[config.mk]
export PLATFORM = sky130hd
export DESIGN_NAME = lnkctl_top
export DESIGN_NICKNAME = d
export VERILOG_FILES = /design/src/rtl/lnkctl_pkg.sv /design/src/rtl/lnkctl_regfile.sv /design/src/rtl/lnkctl_cycle_timer.sv /design/src/rtl/lnkctl_top.sv
export SDC_FILE = /design/constraint.sdc
export NUM_CORES = 1
export LEC_CHECK = 0
export BUFFER_PORTS_ARGS = -buffer_cell sky130_fd_sc_hd__buf_4
export CAP_MARGIN = 20
export CORE_MARGIN = 3
export CORE_UTILIZATION = 47
export CTS_CLUSTER_SIZE = 8
export DETAILED_ROUTE_END_ITERATION = 7
export PLACE_DENSITY = 0.78
export SYNTH_ARGS = -nofsm -noshare
export SYNTH_HDL_FRONTEND = slang
export SYNTH_SLANG_ARGS = --single-unit
[constraint.sdc]
create_clock -name clk -period 2.7 [get_ports clk]
set_input_delay 0.81 -clock clk [delete_from_list [all_inputs] [get_ports clk]]
set_output_delay 0.81 -clock clk [all_outputs]
set_load 0.01 [all_outputs]
[src/rtl/lnkctl_pkg.sv]
`timescale 1ns/1ps
package lnkctl_pkg;
    localparam int CTL_W       = 32;
    localparam int BIT_MASTER  = 21;
    localparam int BIT_TMR_EN  = 20;
    localparam int BIT_PHY_ACC = 10;
    localparam int BIT_SID_ACC = 9;
    localparam int BIT_T1_LOCK = 6;

    localparam logic [CTL_W-1:0] LIVE_MASK =
        (32'd1 << BIT_MASTER) | (32'd1 << BIT_TMR_EN) |
        (32'd1 << BIT_PHY_ACC) | (32'd1 << BIT_SID_ACC) |
        (32'd1 << BIT_T1_LOCK);
    localparam logic [CTL_W-1:0] SOFT_KEEP = 32'd1 << BIT_T1_LOCK;

    localparam int SEC_W = 7;
    localparam int CYC_W = 13;
    localparam int OFS_W = 12;

    typedef struct packed {
        logic [SEC_W-1:0] sec;
        logic [CYC_W-1:0] cyc;
        logic [OFS_W-1:0] ofs;
    } ctime_t;

    typedef enum logic [1:0] {
        TM_HALT   = 2'd0,
        TM_FOLLOW = 2'd1,
        TM_LEAD   = 2'd2
    } tmode_e;
endpackage

[src/rtl/lnkctl_regfile.sv]
`timescale 1ns/1ps
module lnkctl_regfile
    import lnkctl_pkg::*;
#(
    parameter int                ADDR_W   = 8,
    parameter logic [ADDR_W-1:0] SET_ADDR = 8'hE0,
    parameter logic [ADDR_W-1:0] CLR_ADDR = 8'hE4
) (
    input  logic              clk,
    input  logic              hrst_n,
    input  logic              soft_rst,
    input  logic              bus_wr,
    input  logic [ADDR_W-1:0] bus_addr,
    input  logic [CTL_W-1:0]  bus_wdata,
    input  logic              cyc_too_long,
    output logic [CTL_W-1:0]  ctl_q,
    output logic [CTL_W-1:0]  bus_rdata
);
    logic             set_hit, clr_hit;
    logic [CTL_W-1:0] wmask;
    logic [CTL_W-1:0] ctl_d;

    assign set_hit = bus_wr && (bus_addr == SET_ADDR);
    assign clr_hit = bus_wr && (bus_addr == CLR_ADDR);
    assign wmask   = bus_wdata & LIVE_MASK;

    always_comb begin
        ctl_d = ctl_q;
        if (soft_rst) begin
            ctl_d = ctl_q & SOFT_KEEP;
        end else begin
            if (set_hit) ctl_d = ctl_d | wmask;
            if (clr_hit) ctl_d = ctl_d & ~wmask;
        end
        if (cyc_too_long) ctl_d[BIT_MASTER] = 1'b0;
    end

    always_ff @(posedge clk or negedge hrst_n) begin
        if (!hrst_n) ctl_q <= '0;
        else         ctl_q <= ctl_d & LIVE_MASK;
    end

    assign bus_rdata = (bus_addr == SET_ADDR || bus_addr == CLR_ADDR) ? ctl_q : '0;

    AST_SET_TAKES: assert property (@(posedge clk) disable iff (!hrst_n)
        (set_hit && !clr_hit && !soft_rst && !cyc_too_long) |=>
        ((ctl_q & $past(wmask)) == $past(wmask))) else $error("set alias");
    AST_CLR_TAKES: assert property (@(posedge clk) disable iff (!hrst_n)
        (clr_hit && !soft_rst) |=> ((ctl_q & $past(wmask)) == '0)) else $error("clear alias");
    AST_MASTER_GATED: assert property (@(posedge clk) disable iff (!hrst_n)
        cyc_too_long |=> !ctl_q[BIT_MASTER]) else $error("master gate");
    AST_SOFT_KEEPS_LOCK: assert property (@(posedge clk) disable iff (!hrst_n)
        soft_rst |=> (ctl_q == ($past(ctl_q) & SOFT_KEEP))) else $error("soft reset");
endmodule

[src/rtl/lnkctl_cycle_timer.sv]
`timescale 1ns/1ps
module lnkctl_cycle_timer
    import lnkctl_pkg::*;
#(
    parameter int OFS_LIMIT = 3072,
    parameter int CYC_LIMIT = 8000
) (
    input  logic   clk,
    input  logic   hrst_n,
    input  logic   ctl_en,
    input  logic   ctl_master,
    input  logic   is_root,
    input  logic   tick,
    input  logic   rx_cs_valid,
    input  ctime_t rx_cs_value,
    output ctime_t t_q,
    output logic   start_q,
    output tmode_e mode_q
);
    localparam logic [OFS_W-1:0] OFS_LAST = OFS_W'(OFS_LIMIT - 1);
    localparam logic [CYC_W-1:0] CYC_LAST = CYC_W'(CYC_LIMIT - 1);

    tmode_e mode_d;
    ctime_t t_d, t_adv;
    logic   start_d, ofs_last, cyc_last, lead_ok;

    assign lead_ok = ctl_master && is_root;

    // state transitions
    always_comb begin
        mode_d = mode_q;
        unique case (mode_q)
            TM_HALT:   if (ctl_en) mode_d = lead_ok ? TM_LEAD : TM_FOLLOW;
            TM_FOLLOW: if (!ctl_en) mode_d = TM_HALT;
                       else if (lead_ok) mode_d = TM_LEAD;
            TM_LEAD:   if (!ctl_en) mode_d = TM_HALT;
                       else if (!lead_ok) mode_d = TM_FOLLOW;
            default:   mode_d = TM_HALT;
        endcase
    end

    always_ff @(posedge clk or negedge hrst_n) begin
        if (!hrst_n) mode_q <= TM_HALT;
        else         mode_q <= mode_d;
    end

    // advance arithmetic
    assign ofs_last = (t_q.ofs == OFS_LAST);
    assign cyc_last = (t_q.cyc == CYC_LAST);

    always_comb begin
        t_adv     = t_q;
        t_adv.ofs = ofs_last ? '0 : t_q.ofs + 1'b1;
        if (ofs_last) begin
            t_adv.cyc = cyc_last ? '0 : t_q.cyc + 1'b1;
            if (cyc_last) t_adv.sec = t_q.sec + 1'b1;
        end
    end

    // per-state outputs
    always_comb begin
        t_d     = t_q;
        start_d = 1'b0;
        unique case (mode_q)
            TM_HALT:   if (rx_cs_valid) t_d = rx_cs_value;
            TM_FOLLOW: if (rx_cs_valid) t_d = rx_cs_value;
                       else if (tick)   t_d = t_adv;
            TM_LEAD:   if (tick) begin
                           t_d     = t_adv;
                           start_d = ofs_last;
                       end
            default:   t_d = t_q;
        endcase
    end

    always_ff @(posedge clk or negedge hrst_n) begin
        if (!hrst_n) begin
            t_q     <= '0;
            start_q <= 1'b0;
        end else begin
            t_q     <= t_d;
            start_q <= start_d;
        end
    end

    AST_ENTER_LEAD: assert property (@(posedge clk) disable iff (!hrst_n)
        (ctl_en && ctl_master && is_root) |=> (mode_q == TM_LEAD)) else $error("lead entry");
    AST_HALT_HOLDS: assert property (@(posedge clk) disable iff (!hrst_n)
        (mode_q == TM_HALT && !rx_cs_valid) |=> $stable(t_q)) else $error("halt hold");
    AST_OFS_WRAP: assert property (@(posedge clk) disable iff (!hrst_n)
        (tick && ofs_last && (mode_q == TM_LEAD || (mode_q == TM_FOLLOW && !rx_cs_valid)))
        |=> (t_q.ofs == '0)) else $error("offset wrap");
    AST_START_ONLY_LEAD: assert property (@(posedge clk) disable iff (!hrst_n)
        start_q |-> ($past(mode_q) == TM_LEAD)) else $error("start pulse");
    AST_LEAD_IGNORES_RX: assert property (@(posedge clk) disable iff (!hrst_n)
        (mode_q == TM_LEAD && !tick) |=> $stable(t_q)) else $error("lead rx");
endmodule

[src/rtl/lnkctl_top.sv]
`timescale 1ns/1ps
module lnkctl_top
    import lnkctl_pkg::*;
#(
    parameter int                ADDR_W    = 8,
    parameter logic [ADDR_W-1:0] SET_ADDR  = 8'hE0,
    parameter logic [ADDR_W-1:0] CLR_ADDR  = 8'hE4,
    parameter int                N_IR      = 4,
    parameter int                OFS_LIMIT = 3072,
    parameter int                CYC_LIMIT = 8000
) (
    input  logic              clk,
    input  logic              hrst_n,
    input  logic              soft_rst,
    input  logic              bus_wr,
    input  logic [ADDR_W-1:0] bus_addr,
    input  logic [31:0]       bus_wdata,
    output logic [31:0]       bus_rdata,
    input  logic              tick,
    input  logic              is_root,
    input  logic              cyc_too_long,
    input  logic              ar_req_ctx_en,
    input  logic              rx_cs_valid,
    input  logic [31:0]       rx_cs_value,
    input  logic [N_IR-1:0]   tag1_sw,
    output logic [N_IR-1:0]   tag1_eff,
    output logic              cyc_master_en,
    output logic              timer_en,
    output logic              phy_pkt_accept,
    output logic              self_id_accept,
    output logic [31:0]       cycle_time,
    output logic              cycle_start_req
);
    logic [CTL_W-1:0] ctl;
    ctime_t           t_now;
    tmode_e           mode;

    lnkctl_regfile #(.ADDR_W(ADDR_W), .SET_ADDR(SET_ADDR), .CLR_ADDR(CLR_ADDR)) u_regs (
        .clk(clk), .hrst_n(hrst_n), .soft_rst(soft_rst), .bus_wr(bus_wr),
        .bus_addr(bus_addr), .bus_wdata(bus_wdata), .cyc_too_long(cyc_too_long),
        .ctl_q(ctl), .bus_rdata(bus_rdata)
    );

    lnkctl_cycle_timer #(.OFS_LIMIT(OFS_LIMIT), .CYC_LIMIT(CYC_LIMIT)) u_timer (
        .clk(clk), .hrst_n(hrst_n), .ctl_en(ctl[BIT_TMR_EN]),
        .ctl_master(ctl[BIT_MASTER]), .is_root(is_root), .tick(tick),
        .rx_cs_valid(rx_cs_valid), .rx_cs_value(ctime_t'(rx_cs_value)),
        .t_q(t_now), .start_q(cycle_start_req), .mode_q(mode)
    );

    assign cycle_time     = t_now;
    assign cyc_master_en  = ctl[BIT_MASTER];
    assign timer_en       = ctl[BIT_TMR_EN];
    assign phy_pkt_accept = ctl[BIT_PHY_ACC] & ar_req_ctx_en;
    assign self_id_accept = ctl[BIT_SID_ACC];

    for (genvar gi = 0; gi < N_IR; gi++) begin : g_tag1
        assign tag1_eff[gi] = ctl[BIT_T1_LOCK] | tag1_sw[gi];
    end

    AST_HALT_NO_START: assert property (@(posedge clk) disable iff (!hrst_n)
        (mode == TM_HALT) |=> !cycle_start_req) else $error("halt start");
endmodule

# Word-level counts from Yosys, hierarchy flattened
# Index checks and enable logic that the tools add are counted.
totals:
  register_bits: 40
  in_bits: 85
  wordCells: 59
op_classes:
  add_sub_neg: 3
  n_eq_ne: 10
  mux: 23
  n_bitwise: 8
  reduce_logical: 8
ops:
  columns: ["op", "n"]
  rows:
  - ["two-way mux 22 bit", 5]
  - ["two-way mux 32 bit", 3]
  - ["case mux 32 bit (3 select lines)", 1]
  - ["AND 22 bit", 1]
  - ["inverter 22 bit", 1]
  - ["bitwise OR 22 bit", 1]
  - ["two-way mux 20 bit", 1]
  - ["== test 8 bit (second input constant)", 2]
  - ["adder 13 x 1 -> 13 bit (second input constant)", 1]
  - ["== test 13 bit (second input constant)", 1]
  - ["two-way mux 13 bit", 1]
  - ["adder 12 x 1 -> 12 bit (second input constant)", 1]
  - ["== test 12 bit (second input constant)", 1]
  - ["two-way mux 12 bit", 1]
  - ["two-way mux 2 bit", 6]
  - ["adder 7 x 1 -> 7 bit (second input constant)", 1]
  - ["two-way mux 7 bit", 1]
  - ["case mux 2 bit (3 select lines)", 1]
  - ["!= test 2 bit (second input constant)", 2]
  - ["bitwise OR 1 bit", 4]
  - ["logical AND 1 bit", 3]
  - ["two-way mux 1 bit", 3]
  - ["!= test 3 x 2 -> 1 bit (second input constant)", 1]
  - ["!= test 3 bit (second input constant)", 1]
  - ["other kinds (8)", 8]

# Logic depth before layout (Yosys ltp)
# Gate-level depths: netlist (run 1).
logic_depth:
  ltp_word: 8
  depth_mapped: 9
  mapped_depth_nobuf: 7

# Modules after synthesis
# From an unflattened synthesis (run 1), not the netlist that was laid out.
unflattened:
  cells_unflattened: 422
  hier_area_um2: 3502.1
modules_own_cells:
  columns: ["module", "n_inst", "cells_per_inst", "area_each_um2", "seq_area_each_um2"]
  rows:
  - ["lnkctl_cycle_timer", 1, 330, 2721.4, 875.8]
  - ["lnkctl_regfile", 1, 87, 749.5, 125.1]
  - ["lnkctl_top", 1, 5, 31.3, 0.0]

# Worst setup path before layout (run 1)
# OpenSTA, ideal clock, no wires.
synth_timing:
  path_type: "input-to-output"
  startpoint: "input bus_addr[4]"
  endpoint: "output bus_rdata[10]"
  arrival_ns: 1.640
  path_slack_ns: 0.250
  stages: 4
  path_buffers: 1
  cell_sequence: "nand4b_1 nor4_1 clkbuf_1 and2_1"
synth_via:
  elab_chain_cells: 3
synth_lines:
  columns: ["element", "line_no", "text"]
  rows:
  - ["from (decl)", "lnkctl_top.sv:16", "input logic [ADDR_W-1:0] bus_addr,"]
  - ["== test 8 bit", "lnkctl_regfile.sv:43", "assign bus_rdata = (bus_addr == SET_ADDR || bus_addr == CLR_ADDR) ? ctl_q : '0;"]
  - ["logical OR 1 bit *", "lnkctl_regfile.sv:43", null]
  - ["two-way mux 22 bit *", "lnkctl_regfile.sv:43", null]
  - ["to (decl)", "lnkctl_top.sv:18", "output logic [31:0] bus_rdata,"]
# Mark *: on every way between the ends. The rest lies on a longest branch, timed or not.

# Final worst setup path (run 1)
layout_timing:
  startpoint: "input bus_addr[4]"
  endpoint: "output bus_rdata[9]"
# Same word-level chain as after synthesis.

==> results of run 1 <==
==> cell usage after synthesis (all sizes together) (4+ instances only) <==
master / instances / share of area, %
a211oi: 5 / 1.2
a21oi: 32 / 4.9
a22o: 5 / 1.3
a22oi: 8 / 1.8
a31oi: 6 / 1.2
and2: 10 / 1.9
and3: 4 / 0.77
buf: 32 / 7.1
clkbuf: 15 / 1.7
dfrtp: 40 / 31
ha: 8 / 3.1
inv: 9 / 1.0
mux2i: 7 / 2.1
nand2: 36 / 4.1
nand2b: 11 / 2.1
nand3: 19 / 2.9
nand4: 12 / 2.3
nor2: 19 / 2.2
nor3: 16 / 2.8
nor4: 14 / 3.1
o21a: 4 / 0.92
o21ai: 31 / 4.8
o22ai: 8 / 1.5
o31ai: 6 / 1.4
or2: 5 / 0.96
or3: 6 / 1.3
==> cell families (layout without fill, tap and decap cells) <==
| group | after synthesis | in the layout | share of synthesized area, % |
|---|---|---|---|
| AO/OA/AOI/OAI | 129 | 129 | 25.4 |
| flip-flops | 40 | 40 | 30.7 |
| AND/OR/NAND/NOR | 167 | 167 | 28.3 |
| adder cells (fa/ha/maj) | 8 | 8 | 3.07 |
| buffers and inverters | 57 | 138 | 9.98 |
| other | 1 | 27 | 0.115 |
| XOR/XNOR | 1 | 1 | 0.269 |
| multiplexers | 7 | 7 | 2.15 |
==> cell type report <==
type,count,area [um2]
clock buffers,8,90.1
repair buffers,120,913
multi-input cells,339,2030
flip-flops and latches,40,1000
well taps,77,96.3
fillers,588,2360
inverters,10,37.5
==> state kept, by name, summed over array words and instances (netlist names), named ones only <==
register and cells:
u_timer.mode_q 2, u_timer.start_q 1, u_timer.t_q 32, u_regs.ctl_q 4
==> critical path, delay by kind of cell <==
kind          cells  cell delay (ps)
simple gates      3              480
buf+inv           3              440
==> final timing paths <==
path,slack (ps),from,end
setup reg to reg,480,u_timer.mode_q[1],u_timer.t_q[5]
hold / removal,490,hrst_n,u_timer.t_q[3]
hold reg to reg,560,flop,flop
setup / recovery,160,bus_addr[4],bus_rdata[9]
max in group asynchronous,1820,hrst_n,u_timer.t_q[5]
min in group clk,560,flop,flop
==> power by group through the flow <==
stage	clock network [uW]	registers (uW)	logic [uW]
global route	452	1300	2030
finish	426	1260	1830
CTS	437	1250	1830
global placement	0	1240	1780
detailed placement	0	1260	1820
floorplan	0	1250	1010
==> stage by stage <==
| stage | worst slack (ps) | instance area (um2) | hold WS (ps) |
|---|---|---|---|
| 2_1_floorplan | 250 | 3360 | 493 |
| 3_3_place_gp | 210 | 4080 | 532 |
| 3_5_place_dp | 166 | 4080 | 536 |
| 4_1_cts | 164 | 4170 | 515 |
| 5_1_grt | 134 | 4170 | 532 |
| 6_report | 158 | 4170 | 493 |
==> layer usage <==
layer / global-route usage, % / part of all wire [%] / up-vias
met5: 0 / 0 / -
met4: 7.17 / 1.2 / 0
met3: 4.15 / 6.9 / 13
met2: 40.1 / 48 / 158
met1: 36.3 / 44 / 1716
li1: - / - / 1705
==> metrics.md, run 1 <==
| Metric | Value |
|---|---|
| Pin count of the biggest net entering global routing | 44 |
| Number of synthesized flops with an enable pin | 0 |
| Iteration-0 DRC Markers | 254 |
| Endpoint arrival time on the critical path | between 1500 and 2000 ps |
| Antenna diode count | 0 |
| Starting density of the core | about 50% |
| Total die area | 7970 um2 |
| Final core utilization | 63.8% |
| Number of max-slew violations in the final report | 0 |
| Number of instances in the placed design | roughly 590 |
| Net switching power of the design | between 1500 and 2000 uW |
| Placeable core region | 6530 um2 |
| Internal power | 1890 uW |
| Vias per std cell | 6.05 |
| Number of gates resized after CTS | 0 |
| CTS clk-pin slew, worst paths | 70 ps |
| Mean cell area of the mapped netlist | a little under 8 um2 |
| Die Span X | 89.3 um |
| Boundary pin count | 158 |
| Worst-case vdd ir drop | between 0.5 and 0.6 mV |
| Post-route minimum period | about 2500 ps |
| RSZ-0062 raised after global routing | no |
| Clock tree from TritonCTS | done |
| Routed WL per cell | 17.4 um |
| Register area share after synthesis | 30.7% |
| Synth warn | 0 |
| Max clock buf depth | 2 |
| Leakage power | 0.00187 uW |
| Power per standard cell area | approximately 840 nW/um2 |
| Buffer type at the clock tree root | sky130_fd_sc_hd__clkbuf_8 |
| DIE HEIGHT | 89.3 um |
| Net total in the final layout | 609 |
| Number of routed nets with antenna violations | 0 |
| Final setup violation count | 0 |
| Slew headroom | 56.2% |
| HPWL after detailed placement | 7660 um |
| Sort of element at the end of the critical path | primary output |
| Flip-flop and latch count after synthesis | 40 |
| Setup TNS | 0 ps |
| Most frequent standard cell in the layout excluding fill and tap cells | sky130_fd_sc_hd__buf_4 |
| Largest stage delay on the critical path | roughly 210 ps |
| CTS Buf Count | 5 |
| Remaining routing DRC violations | 0 |
| Post-synthesis cell area | 3260 um2 |
| Fraction of layout instances using a drive strength above 1 | 26.9% |
| Post-synthesis instance total | 410 |
| Total Power | 3520 uW |
| Via count | 3592 |
| Wire length of the first global-routing pass | ~16000 um |
| Fraction of power consumed by combinational cells | 52.1% |
| Final hold vios | 0 |
| Sw Ratio | 46.2% |
| Hold crit path type | input pin to asynchronous set/reset pin |
| Antenna violations before repair | 0 |
| Quantity of I/O buffers inserted on ports | between 100 and 150 |
| Max-capacitance violation count | 0 |
| Worst setup skew after layout | 6.06 ps |
| Count of unique library cells instantiated by Yosys | between 50 and 60 |
| Asr flop ratio synth | 100% |
| CTS H-Tree Depth | 2 |
| Clock insertion delay at the later pin of the skew report | 300 ps |
| Critical path data required time | 1890 ps |
| Cell type of the slowest stage on the worst timing path | sky130_fd_sc_hd__buf_4 |
| FMAX | 0.393 GHz |
| Seq pwr share | 35.8% |
| Overall routing resource usage | about a quarter |
| Clk network pwr share | 12.1% |
| Transition at the pin with the smallest max-transition slack | 651 ps |
| Clock sink total | 40 |
| Leading cell types in the layout, fill and taps excluded | sky130_fd_sc_hd__buf_4 (119), sky130_fd_sc_hd__dfrtp_1 (40), sky130_fd_sc_hd__nand2_1 (36) |
| Buffer count from post-CTS setup fixing | 0 |
| GRT Residual Overflow | 0 |
| Cells along the critical path | buf_4 -> nand4b_1 -> nor4_1 -> buf_4 -> and2_1 -> buf_4 |
| Final Wtd Congestion | a little under 1 |
| Most frequently used flop master after synthesis | sky130_fd_sc_hd__dfrtp_1 |
| 1st-pass router iterations | 6 |
| Vias in the first global route | about 3.2k |
| Number of cell rows | 29 |
| Most frequent cell on the critical path | sky130_fd_sc_hd__buf_4 |
| Post-Layout Cell Count | roughly 590 |
| Area growth, synth to finish | 27.9% |
| Hold-fix buffers, CTS | 0 |
| Routed wire length | 10300 um |
| Share of the clock period used by the worst path | 94.1% |
| Kind of start point of the critical path | input pin |
| Result of the run | complete, no violations |
| Critical Setup Path Class | input pin to primary output |
| Critical Path Fanout Max | 11 |
| Number of cells traversed by the worst register-to-register path | 6 |
No activity file was read; power rests on OpenSTA's default activity.
==> run 2: changes to the inputs <==
--- a/config.mk
+++ b/config.mk
@@ -14,2 +14,3 @@
 export PLACE_DENSITY = 0.78
+export SLEW_MARGIN = 20
 export SYNTH_ARGS = -nofsm -noshare
--- a/constraint.sdc
+++ b/constraint.sdc
@@ -3,2 +3,2 @@
 set_output_delay 0.81 -clock clk [all_outputs]
-set_load 0.01 [all_outputs]
+set_load 0.005 [all_outputs]
==> run 2 against run 1 <==
Non-clock buffer count fell by 1. Critical endpoint is now bus_rdata[10]. Flip-flop and latch count unchanged. Fmax rose by 1.5%. Die area unchanged. Clock-buffer cell count fell by 3. Hold slack worse by 5.4 ps. Sequential power is essentially flat. First-iteration DRC count up 23%. Critical path type unchanged. Register-to-register slack worse by 80 ps. Sequential share of layout area shrank 0.079 points. Worst setup slack gained 39 ps.
==> metrics.md, run 2 (synthesis gave the netlist of run 1 again) <==
| Metric | Value |
|---|---|
| Result of the run | complete, no violations |
| Boundary pin count | 158 |
| Registers with the most flip-flops | u_timer.t_q: 32 flops, u_regs.ctl_q: 4 flops, u_timer.mode_q: 2 flops |
| CTS Buf Count | 5 |
| Buffer count from post-CTS setup fixing | 0 |
| Transition at the pin with the smallest max-transition slack | 681 ps |
| Leading cell types in the layout, fill and taps excluded | sky130_fd_sc_hd__buf_4 (118), sky130_fd_sc_hd__dfrtp_1 (40), sky130_fd_sc_hd__nand2_1 (36) |
| FF-to-FF setup slack | roughly 400 ps |
| DIE HEIGHT | ~90 um |
| Most frequent cell on the critical path | sky130_fd_sc_hd__buf_4 |
| Pin count of the biggest net entering global routing | between 40 and 50 |
| Quantity of I/O buffers inserted on ports | ~100 |
| Routed wire length | 10400 um |
| Clock insertion delay at the later pin of the skew report | 300 ps |
| FMAX | ~0.40 GHz |
| Vias in the first global route | about 3.2k |
| Net total in the final layout | 608 |
| Number of instances in the placed design | 585 |
| Placeable core region | approximately 6500 um2 |
| Seq pwr share | ~36% |
| Clock sink total | 40 |
| Multi-input gate area in the final layout | 2030 um2 |
| GRT Residual Overflow | 0 |
| HPWL after detailed placement | 7870 um |
| Internal power | 1950 uW |
| R2r endpoint | u_timer.t_q[19] |
| Final Wtd Congestion | 0.960 |
| Routed WL per cell | 17.6 um |
| Cells along the critical path | buf_4 -> nand4b_1 -> nor4_1 -> buf_4 -> and2_1 -> buf_4 |
| Buffer type at the clock tree root | sky130_fd_sc_hd__clkbuf_8 |
| Net switching power of the design | 1550 uW |
| Final core utilization | 64.0% |
| RSZ-0062 raised after global routing | no |
| Source of the worst register-to-register timing path | u_timer.mode_q[0] |
| Final hold vios | 0 |
| Vias per std cell | 6.17 |
| Largest stage delay on the critical path | 210 ps |
| Number of routed nets with antenna violations | 0 |
| Final setup violation count | 0 |
| Via count | ~3.7k |
| Slew headroom | between 50% and 60% |
| Worst Hold Slack | 488 ps |
| Biggest register | u_timer.t_q |
| Layout filler cell count | between 500 and 600 |
| Leakage power | 0.00188 uW |
| Number of buffer and inverter instances along the worst setup path | 3 |
| Final WS setup | slightly below 200 ps |
| Remaining routing DRC violations | 0 |
| Area growth, synth to finish | 28.3% |
| Max-capacitance violation count | 0 |
| Worst setup skew after layout | 5.77 ps |
| Most frequent standard cell in the layout excluding fill and tap cells | sky130_fd_sc_hd__buf_4 |
| Start point of the critical path | bus_addr[4] |
| Total die area | about 8000 um2 |
| Cell type of the slowest stage on the worst timing path | sky130_fd_sc_hd__buf_4 |
| Starting density of the core | between 40 and 50% |
| 1st-pass router iterations | 5 |
| Kind of start point of the critical path | input pin |
| Setup crit end | bus_rdata[10] |
| Setup Slack @ Placement | ~190 ps |
| Hold-fix buffers, CTS | 0 |
| CTS clk-pin slew, worst paths | 80 ps |
| Share of the clock period used by the worst path | 92.7% |
| Hold crit path type | input pin to asynchronous set/reset pin |
| Number of gates resized after CTS | 0 |
| Antenna violations before repair | 0 |
| Fraction of power consumed by combinational cells | 49.8% |
| CTS H-Tree Depth | 2 |
| Fraction of layout instances using a drive strength above 1 | 27.1% |
| Max clock buf depth | 2 |
| Top cell family by delay on the critical path | simple AND/OR/NAND/NOR gates |
| Worst-case vdd ir drop | 0.590 mV |
| Sort of element at the end of the critical path | primary output |
| Sw Ratio | 44.3% |
| Critical path data required time | 1890 ps |
| Setup TNS | 0 ps |
| Critical Path Fanout Max | 11 |
| Wire length of the first global-routing pass | 16100 um |
| Post-Layout Cell Count | 593 |
| Number of max-slew violations in the final report | 0 |
| Number of cell rows | 29 |
| Number of cells traversed by the worst register-to-register path | 5 |
| Clock tree from TritonCTS | done |
| Sequential cell area | 1000 um2 |
| Total stage count of the critical path | 6 |
| Critical Setup Path Class | input pin to primary output |
| Max FFs per register | 32 |
| Clk network pwr share | 14.4% |
| Die Span X | 89.3 um |
| Endpoint arrival time on the critical path | roughly 1700 ps |
| Antenna diode count | 0 |
| Post-route minimum period | about 2500 ps |
| Overall routing resource usage | 25.7% |
| Iteration-0 DRC Markers | roughly 310 |
| Power per standard cell area | 838 nW/um2 |
## run 2: cell count changes in the layout (fill, tap and decap cells not counted), sizes merged
cell	previous run	this run
clkbuf	8	5
buf	120	119
clkinv	1	2
bufinv	0	1
clkinvlp	0	1
## run 2: final cells by class
type                       count  share of cell area (%)
sequential                    40                    23.9
multi-input combinational    339                    48.5
clock inverter                 3                    1.02
tap                           77                    2.30
inverter                      10                   0.897
clock buffer                   5                    1.65
timing repair buffer         119                    21.7
## run 2: worst min path at each step
stage / start / endpoint / slack [ps] / cells past startpoint
floorplan: flop / flop / 490 / 2
global placement: u_regs.ctl_q[10] / u_regs.ctl_q[10] / 540 / 2
detailed placement: u_regs.ctl_q[10] / u_regs.ctl_q[10] / 540 / 2
CTS: hrst_n / u_timer.t_q[13] / 510 / 1
global route: hrst_n / u_timer.t_q[2] / 520 / 1
finish: hrst_n / u_timer.t_q[12] / 490 / 1
## run 2: metal layers
layer	global-route usage, %	part of all wire [%]	routed length, um
met2	41.9	49	5080
met3	3.59	8.9	923
met4	6.90	1.2	124
met1	35.9	41	4290
met5	0	0	0
## run 2: worst register-to-register path, stage by stage, from the launching register on
cell	delay [ps]
sky130_fd_sc_hd__dfrtp_1	420
sky130_fd_sc_hd__inv_1	90
sky130_fd_sc_hd__ha_1	510
sky130_fd_sc_hd__clkinv_1	400
sky130_fd_sc_hd__or3_1	470
sky130_fd_sc_hd__o311ai_0	300
## run 2: per-stage QoR
| stage | area, um2 | power, uW |
|---|---|---|
| after detailed placement | 4070 | 2980 |
| final | 4180 | 3510 |
| after floorplan | 3360 | 2150 |
| after global routing | 4180 | 3760 |
| after CTS | 4180 | 3490 |
| after global placement | 4070 | 2910 |
## run 2: power by group through the flow
| stage | Sequential [uW] | Clock [uW] | Combinational (uW) |
|---|---|---|---|
| floorplan | 1160 | 0 | 995 |
| global placement | 1240 | 0 | 1670 |
| detailed placement | 1260 | 0 | 1720 |
| CTS | 1240 | 513 | 1730 |
| global route | 1310 | 537 | 1910 |
| finish | 1260 | 506 | 1740 |
